==> src/rtl/uart_irq_pkg.sv <==
package uart_irq_pkg;

   localparam int NUM_SRC = 5;

   // source index order is the priority order, 0 highest
   localparam int SRC_LINE = 0;
   localparam int SRC_TMO  = 1;
   localparam int SRC_RXD  = 2;
   localparam int SRC_THR  = 3;
   localparam int SRC_MDM  = 4;

   typedef enum logic [3:0] {
      IID_MDM  = 4'h0,
      IID_NONE = 4'h1,
      IID_THR  = 4'h2,
      IID_RXD  = 4'h4,
      IID_LINE = 4'h6,
      IID_TMO  = 4'hC
   } iid_e;

   function automatic iid_e src_code(input int idx);
      case (idx)
         SRC_LINE: return IID_LINE;
         SRC_TMO:  return IID_TMO;
         SRC_RXD:  return IID_RXD;
         SRC_THR:  return IID_THR;
         SRC_MDM:  return IID_MDM;
         default:  return IID_NONE;
      endcase
   endfunction

endpackage

==> src/rtl/uart_irq_src.sv <==
module uart_irq_src
   import uart_irq_pkg::*;
#(
   parameter int CNT_W     = 5,
   parameter bit TMO_GATED = 1'b1
) (
   input  logic [3:0]         ier,
   input  logic               lsr_dr,
   input  logic [3:0]         lsr_err,
   input  logic               rx_timeout,
   input  logic               fifo_en,
   input  logic [CNT_W-1:0]   rx_count,
   input  logic [CNT_W-1:0]   rx_trig,
   input  logic               thr_pend,
   input  logic [3:0]         msr_delta,
   output logic [NUM_SRC-1:0] req
);

   logic at_trigger;
   assign at_trigger = (rx_count >= rx_trig);

   assign req[SRC_LINE] = ier[2] & (|lsr_err);
   assign req[SRC_RXD]  = ier[0] & lsr_dr & (~fifo_en | at_trigger);
   assign req[SRC_THR]  = ier[1] & thr_pend;
   assign req[SRC_MDM]  = ier[3] & (|msr_delta);

   generate
      if (TMO_GATED) begin : g_tmo_gated
         assign req[SRC_TMO] = ier[0] & rx_timeout;
      end else begin : g_tmo_free
         assign req[SRC_TMO] = rx_timeout;
      end
   endgenerate

endmodule

==> src/rtl/uart_irq_thre.sv <==
module uart_irq_thre (
   input  logic clk,
   input  logic rst_n,
   input  logic thre,
   input  logic ier_thri,
   input  logic ier_wr,
   input  logic ier_wdata_thri,
   input  logic iir_rd,
   input  logic thr_shown,
   output logic pend
);

   logic thre_q;
   logic pend_q;
   logic pend_d;
   logic en_change;

   assign en_change = ier_wr & (ier_wdata_thri ^ ier_thri);

   always_comb begin
      if (en_change)
         pend_d = ier_wdata_thri & thre;
      else if (!thre)
         pend_d = 1'b0;
      else if (iir_rd && thr_shown)
         pend_d = 1'b0;
      else if (!thre_q)
         pend_d = 1'b1;
      else
         pend_d = pend_q;
   end

   always_ff @(posedge clk or negedge rst_n) begin
      if (!rst_n) begin
         thre_q <= 1'b1;
         pend_q <= 1'b0;
      end else begin
         thre_q <= thre;
         pend_q <= pend_d;
      end
   end

   assign pend = pend_q;

   // reading the tx-empty code drops the flag
   a_r7_read_clears: assert property (@(posedge clk) disable iff (!rst_n)
      (iir_rd && thr_shown && !en_change) |=> !pend_q);

   // enable rising with holding register empty re-arms
   a_r8_rearm: assert property (@(posedge clk) disable iff (!rst_n)
      (ier_wr && !ier_thri && ier_wdata_thri && thre) |=> pend_q);

   // enable falling drops the flag
   a_r8_disable: assert property (@(posedge clk) disable iff (!rst_n)
      (ier_wr && ier_thri && !ier_wdata_thri) |=> !pend_q);

   // holding register full drops the flag
   a_r11_thre_low: assert property (@(posedge clk) disable iff (!rst_n)
      (!thre && !en_change) |=> !pend_q);

endmodule

==> src/rtl/uart_irq_enc.sv <==
module uart_irq_enc
   import uart_irq_pkg::*;
#(
   parameter int N = NUM_SRC
) (
   input  logic [N-1:0] req,
   output logic [3:0]   code,
   output logic         active
);

   logic [N:0]   taken;
   logic [N-1:0] sel;

   assign taken[0] = 1'b0;

   generate
      for (genvar g = 0; g < N; g++) begin : g_rank
         assign sel[g]     = req[g] & ~taken[g];
         assign taken[g+1] = taken[g] | req[g];
      end
   endgenerate

   always_comb begin
      code = IID_NONE;
      for (int i = 0; i < N; i++) begin
         if (sel[i]) code = src_code(i);
      end
   end

   assign active = taken[N];

endmodule

==> src/rtl/uart_irq_prio.sv <==
module uart_irq_prio
   import uart_irq_pkg::*;
#(
   parameter int  FIFO_DEPTH = 16,
   parameter bit  TMO_GATED  = 1'b1,
   localparam int CNT_W      = $clog2(FIFO_DEPTH + 1)
) (
   input  logic             clk,
   input  logic             rst_n,
   input  logic [3:0]       ier,
   input  logic             ier_wr,
   input  logic [3:0]       ier_wdata,
   input  logic             iir_rd,
   input  logic             lsr_dr,
   input  logic [3:0]       lsr_err,
   input  logic             lsr_thre,
   input  logic             rx_timeout,
   input  logic             fifo_en,
   input  logic [CNT_W-1:0] rx_count,
   input  logic [CNT_W-1:0] rx_trig,
   input  logic [3:0]       msr_delta,
   output logic [7:0]       iir,
   output logic             irq
);

   generate
      if (FIFO_DEPTH < 1 || FIFO_DEPTH > 256) begin : g_bad_depth
         $error("uart_irq_prio: FIFO_DEPTH out of range");
      end
   endgenerate

   logic [NUM_SRC-1:0] req;
   logic [3:0]         code;
   logic               active;
   logic               thr_pend;
   logic               thr_shown;

   assign thr_shown = (code == IID_THR);

   uart_irq_src #(
      .CNT_W     (CNT_W),
      .TMO_GATED (TMO_GATED)
   ) i_src (
      .ier        (ier),
      .lsr_dr     (lsr_dr),
      .lsr_err    (lsr_err),
      .rx_timeout (rx_timeout),
      .fifo_en    (fifo_en),
      .rx_count   (rx_count),
      .rx_trig    (rx_trig),
      .thr_pend   (thr_pend),
      .msr_delta  (msr_delta),
      .req        (req)
   );

   uart_irq_thre i_thre (
      .clk            (clk),
      .rst_n          (rst_n),
      .thre           (lsr_thre),
      .ier_thri       (ier[1]),
      .ier_wr         (ier_wr),
      .ier_wdata_thri (ier_wdata[1]),
      .iir_rd         (iir_rd),
      .thr_shown      (thr_shown),
      .pend           (thr_pend)
   );

   uart_irq_enc #(
      .N (NUM_SRC)
   ) i_enc (
      .req    (req),
      .code   (code),
      .active (active)
   );

   assign iir = {fifo_en, fifo_en, 2'b00, code};
   assign irq = active;

   // request line follows the code
   a_r10_irq_line: assert property (@(posedge clk) disable iff (!rst_n)
      irq == (iir[3:0] != IID_NONE));

   // FIFO flag bits
   a_r9_fifo_flag: assert property (@(posedge clk) disable iff (!rst_n)
      iir[7:4] == {fifo_en, fifo_en, 2'b00});

   // a qualified line error always wins
   a_r4_line_status: assert property (@(posedge clk) disable iff (!rst_n)
      (ier[2] && (|lsr_err)) |-> (iir[3:0] == IID_LINE));

   generate
      if (TMO_GATED) begin : g_tmo_chk
         // timeout masked by the received-data enable
         a_r5_tmo_masked: assert property (@(posedge clk) disable iff (!rst_n)
            !ier[0] |-> (iir[3:0] != IID_TMO));
      end
   endgenerate

endmodule

==> config.mk <==
export PLATFORM = sky130hd
export DESIGN_NAME = uart_irq_prio
export DESIGN_NICKNAME = d
export VERILOG_FILES = /design/src/rtl/uart_irq_pkg.sv /design/src/rtl/uart_irq_src.sv /design/src/rtl/uart_irq_thre.sv /design/src/rtl/uart_irq_enc.sv /design/src/rtl/uart_irq_prio.sv
export SDC_FILE = /design/constraint.sdc
export NUM_CORES = 1
export LEC_CHECK = 0
export ABC_AREA = 1
export BUFFER_PORTS_ARGS = -buffer_cell sky130_fd_sc_hd__buf_2
export CAP_MARGIN = 10
export CELL_PAD_IN_SITES_DETAIL_PLACEMENT = 2
export CELL_PAD_IN_SITES_GLOBAL_PLACEMENT = 2
export CORE_MARGIN = 4
export CORE_UTILIZATION = 13
export DETAILED_ROUTE_END_ITERATION = 10
export PLACE_DENSITY_LB_ADDON = 0.1
export SLEW_MARGIN = 20
export SYNTH_ARGS = -nofsm -noshare
export SYNTH_HDL_FRONTEND = slang
export SYNTH_SLANG_ARGS = --single-unit
==> constraint.sdc <==
create_clock -name clk -period 1.4 [get_ports clk]
set_input_delay 0.14 -clock clk [delete_from_list [all_inputs] [get_ports clk]]
set_output_delay 0.14 -clock clk [all_outputs]
set_load 0.01 [all_outputs]
**Word-level counts from Yosys, hierarchy flattened**

Index checks and enable logic that the tools add are counted.

- Input bits: 34
- Bits in latches: 0
- Bits in writable memories: 0
- Memories: 0
- Output and inout port bits: 9
- Word-level logic and storage cells: 40
- Bits in registers: 2
- Memory bits (read-only): 0

- Shift operators: 0
- $add $sub $neg: 0
- Divide/modulo/power cells: 0
- Bitwise gates (word level): 23
- Reduce and logical (&&, ||, !) cells: 3
- $mul: 0
- Multiplexer cells: 9
- Equality and inequality tests: 2
- Order comparisons: 1

Operator list:

| kind | count |
|---|---|
| two-way mux 4 bit | 4 |
| AND 1 bit | 12 |
| OR reduction 4 bit | 2 |
| >= comparator 5 bit | 1 |
| NOT 1 bit | 5 |
| bitwise OR 1 bit | 5 |
| equality test 4 x 2 -> 1 bit, second input constant | 1 |
| two-way mux 1 bit | 4 |
| inequality test 4 bit, second input constant | 1 |
| two-way mux 3 bit | 1 |
| logical AND 1 bit | 1 |
| bitwise XOR 1 bit | 1 |

**Logic depth before layout (Yosys ltp)**

- Depth in word-level cells: 13
- Gate-level depth with buffers: 12
- Depth with buffers taken out: 12

**Modules after synthesis**

A second synthesis with hierarchy kept.

- Cells, all modules: 75
- Area total of the unflattened synthesis: 417.9 um2

By module, submodules not included:

| module | instances | seq. area each (um2) | area each (um2) | cells an instance |
|---|---|---|---|---|
| uart_irq_src | 1 | 0.0 | 202.7 | 40 |
| uart_irq_thre | 1 | 51.3 | 96.3 | 12 |
| uart_irq_enc | 1 | 0.0 | 62.6 | 12 |
| uart_irq_prio | 1 | 0.0 | 56.3 | 11 |

**Worst setup path after synthesis**

Ideal clock, no wire load.

- Kind: input-to-output
- From: input rx_trig[2]
- To: output iir[1]
- Path slack: 0.162 ns
- Arrival time: 1.098 ns
- Stages: 11
- Data required time: 1.260 ns
- Buffers on the path: 0
- Cells stage by stage: inv_1 > ha_1 > nand2_1 > inv_1 > nand2_1 > nand2_1 > nand2_1 > nand2_1 > nand2_2 > nand2_1 > o21ai_1

- Word-level cells in the longest chain between the ends: 8
- Elaborated cells on any way between the ends: 13
- Classes of those cells: order compare (1); mux (3); bitwise (9)

Ends and longest elaborated chain:

| item | RTL line | text |
|---|---|---|
| from (decl) | uart_irq_prio.sv:20 | `input logic [CNT_W-1:0] rx_trig,` |
| >= comparator 5 bit (*) | uart_irq_src.sv:20 | `assign at_trigger = (rx_count >= rx_trig);` |
| bitwise OR 1 bit (*) | uart_irq_src.sv:23 | `assign req[SRC_RXD] = ier[0] & lsr_dr & (~fifo_en \| at_trigger);` |
| AND 1 bit (*) | uart_irq_src.sv:23 |  |
| bitwise OR 1 bit | uart_irq_enc.sv:19 | `assign taken[g+1] = taken[g] \| req[g];` |
| NOT 1 bit or bitwise OR 1 bit (tied branches) | uart_irq_enc.sv:18, uart_irq_enc.sv:19 |  |
| AND 1 bit or NOT 1 bit (tied branches) | uart_irq_enc.sv:18 | `assign sel[g] = req[g] & ~taken[g];` |
| two-way mux 4 bit or AND 1 bit (tied branches) | uart_irq_enc.sv:26, uart_irq_enc.sv:18 |  |
| two-way mux 4 bit (*) | uart_irq_enc.sv:26 | `if (sel[i]) code = src_code(i);` |
| to (decl) | uart_irq_prio.sv:22 | `output logic [7:0] iir,` |

Every way passes the cells marked *; elsewhere a longest branch is shown, timed or not.

**Worst setup path in the final report**

- From: input rx_trig[2]
- To: output irq

- Word-level cells in the longest chain between the ends: 6

Ends and longest elaborated chain:

| item | RTL line | text |
|---|---|---|
| >= comparator 5 bit | uart_irq_src.sv:20 |  |
| bitwise OR 1 bit | uart_irq_src.sv:23 |  |
| AND 1 bit | uart_irq_src.sv:23 |  |
| bitwise OR 1 bit (3 in series) | uart_irq_enc.sv:19 |  |
| to (decl) | uart_irq_prio.sv:23 | `output logic irq` |

No other way between the ends.

==> key figures <==
Worst setup path
  – Worst R2R Start: i_thre.pend
  – Crit path DAT: between 1 and 1.5 ns
  – Crit path max fanout: 3
  – Critical path class: input pin to output pin
  – Critical path required time: approximately 1.3 ns
  – Critical Path End Type: output pin
  – R2r endpoint: i_thre.pend
  – R2R setup slack: 0.53 ns
  – Crit start category: input pin
  – Reg2reg path depth: 5

STA
  – Worst hold margin: 0.03022 ns
  – Final Hold Vio Count: 0
  – Post-route clock period utilization: a little over nine tenths
  – Max-slew violations: 0
  – Tmin final: 1.360 ns
  – Clock skew: 0.008304 ns
  – Unrepaired setup endpoints after global routing: yes
  – Final setup violation count: 0
  – Fmax: roughly 0.74 GHz

Clock tree
  – H-tree Lvls: 1
  – Clk root buf: clkbuf_4
  – Worst-Skew Late Latency: 0.23 ns
  – CTS tree: built
  – Clk sink count: 2
  – CTS Buf Count: 3
  – Clock slew at reported path FFs: roughly 0.030 ns
  – Post-CTS Setup Repair Bufs: 0
  – Max Buffers Root-to-Sink: 2

Route
  – WL/cell: 8.729 um
  – Pre-Repair DR Iteration Count: 2
  – DR vias: roughly 490
  – Vias per inst: 3.806
  – Initial DRC count: 6
  – Total Wirelength: 1.126 mm
  – Antenna Nets Post-Route: 0
  – DRC viols: 0

GRT
  – First-pass GRT wire length: 1.697 mm
  – Gr usage total: 5.729%
  – Largest net degree at the start of global routing: 4
  – Vias in the first global route: 465
  – Initial antenna violation count: 0
  – Total gr overflow: 0

Layout
  – Final nets: 138
  – Fill count: 346
  – Area Growth Syn to Fin: 83.11%
  – Inserted Diodes: 0
  – Layout cells sized above 1: about two thirds
  – Fin area: 678.2 um^2

Placed design
  – Area after DPL: 568.0 um^2
  – IO buf count: 37
  – Final GP Congestion: 0.5706
  – DP Wirelength: 1.053 mm

Synth
  – Syn Area/Cell: 6.277 um^2
  – Count leader, synth: nand2_1
  – Yosys warns: 0
  – Mapped Cells: 59
  – Synth unique cells: 20
  – Dominant synthesized flop cell: dfstp_2
  – Yosys top cell area share: between 10% and 20%
  – Register area share after synthesis: 13.85%
  – Post-synthesis async set-or-reset flop share: 100.0%
  – Synth top area cells: ha_1 17%, nand2_1 16%, inv_1 14%
  – Top cells by count, synth: 16 x nand2_1, 14 x inv_1, 5 x ha_1, 4 x buf_4, 3 x nor2_1
  – Mapped cell area: between 300 and 400 um^2
  – Post-synth EDFFs: 0
  – #FFs+latches synth: 2
  – Synth area leader: ha_1

Floorplan
  – Core ar.: 0.002734 mm^2
  – Rows: 19
  – Initial Util: between 10 and 15%
  – Die outline area: ~0.0038 mm^2
  – Die H: ~60 um
  – IO Count: 43
  – Die Wd: slightly above 60 um

Pwr
  – Pleak: 0.3904 nW
  – Max rail drop VDD: 0.2103 mV
  – Cell Pwr Density: 562.7 mW/mm^2

Run status
  – Status: complete, no violations

Min path
  – HP Start: lsr_thre
  – Worst hold path type: input pin to flop
  – WHS Endpoint: i_thre.thre_q
  – Hold Path Stages: 1

Job
  – Max_cap viols: 0
==> report_power, final <==
part | leakage, nW | switching [mW] | total (mW) | internal (mW)
Combinational | 0.352 | 0.0854 | 0.173 | 0.0872
Sequential | 0.0231 | 0.00180 | 0.0653 | 0.0635
Clock | 0.0150 | 0.0376 | 0.144 | 0.106
==> registers in the layout (all words and copies together), names as in the netlist <==
| signal | count |
|---|---|
| i_thre.pend | 1 |
| i_thre.thre_q | 1 |
==> placed cells by master (no fill, tap or decap) <==
master and n:
nand2_1 9, xor2_1 1, clkbuf_1 1, a21oi_1 1
nor2_2 1, inv_1 9, o21ai_1 1, dfrtp_1 1
nand2_2 9, o41a_1 1, clkbuf_4 3, nor2_4 1
o21ai_0 1, conb_1 2, buf_6 2, buf_2 35
a21oi_2 2, inv_2 5, ha_1 2, nor2_1 3
dlygate4sd3_1 1, nand4_1 1, nand3_2 1, dfstp_2 1
inv_4 1, ha_4 3
==> worst max-delay path, stage by stage <==
cell and delay [ns]:
buf_6 0.09, inv_4 0.05, ha_4 0.20, nand2_2 0.07, inv_2 0.03, nand2_2 0.05
nand2_2 0.05, nand2_2 0.05, nand2_2 0.05, nand2_2 0.09, nand3_2 0.07, nor2_2 0.12
inv_1 0.04, buf_2 0.13
==> through the flow <==
step | power (mW) | std cells | setup TNS, ns | util [%] | worst slack, ns
2_1_floorplan | 0.1472 | 60 | 0 | - | 0.1615
3_3_place_gp | 0.2060 | 124 | -0.1076 | 20.78 | -0.05553
3_5_place_dp | 0.2091 | 124 | -0.1048 | 20.78 | -0.05777
4_1_cts | 0.3708 | 129 | 0 | 23.48 | 0.009861
5_1_grt | 0.4289 | 129 | -0.2084 | 24.81 | -0.08870
6_report | 0.3816 | 129 | 0 | 24.81 | 0.04006
==> worst max-delay path by stage <==
stage / from / end / slack (ns) / cells past startpoint
2_1_floorplan: rx_trig[2] / iir[1] / 0.16 / 11
3_3_place_gp: rx_count[2] / irq / -0.06 / 13
3_5_place_dp: rx_count[2] / irq / -0.06 / 13
4_1_cts: rx_trig[2] / irq / 0.01 / 14
5_1_grt: rx_trig[2] / irq / -0.09 / 14
6_report: rx_trig[2] / irq / 0.04 / 14
==> timing repair <==
| item | in CTS | in global routing |
|---|---|---|
| pin swaps | 5 | 8 |
| hold endpoints to repair | 2 | 0 |
| endpoints found under the setup margin | 3 | 4 |
| hold buffers | 1 | 0 |
| gates resized for setup | 6 | 13 |
==> layout make-up <==
cell class              instances  area, um^2  area share, %
flip-flops and latches          2       51.30          7.565
well taps                      31       38.79          5.720
repair buffers                 38       207.7          30.63
inverters                      15       58.81          8.672
clock buffers                   4       26.28          3.875
multi-input cells              39       295.3          43.54
==> layer usage <==
| metal | routed length [um] | global-route usage, % | up-vias |
|---|---|---|---|
| li1 | - | - | 248 |
| met1 | 370 | 6.500 | 226 |
| met2 | 634 | 10.88 | 17 |
| met3 | 121 | 0.8386 | 0 |
| met4 | 0 | 1.818 | 0 |
| met5 | 0 | 0 | - |
==> cells by family (layout without fill, tap and decap cells) <==
kind of cell	count (synthesis)	in the layout	synth area share (%)
flops	2	2	13.85
other cells	1	2	1.013
compound gates	6	6	10.81
xor+xnor	1	1	2.365
fa+ha+maj	5	5	16.89
simple gates	25	25	31.76
buf+inv	19	57	23.31
Power figures use the tool's default switching activity.
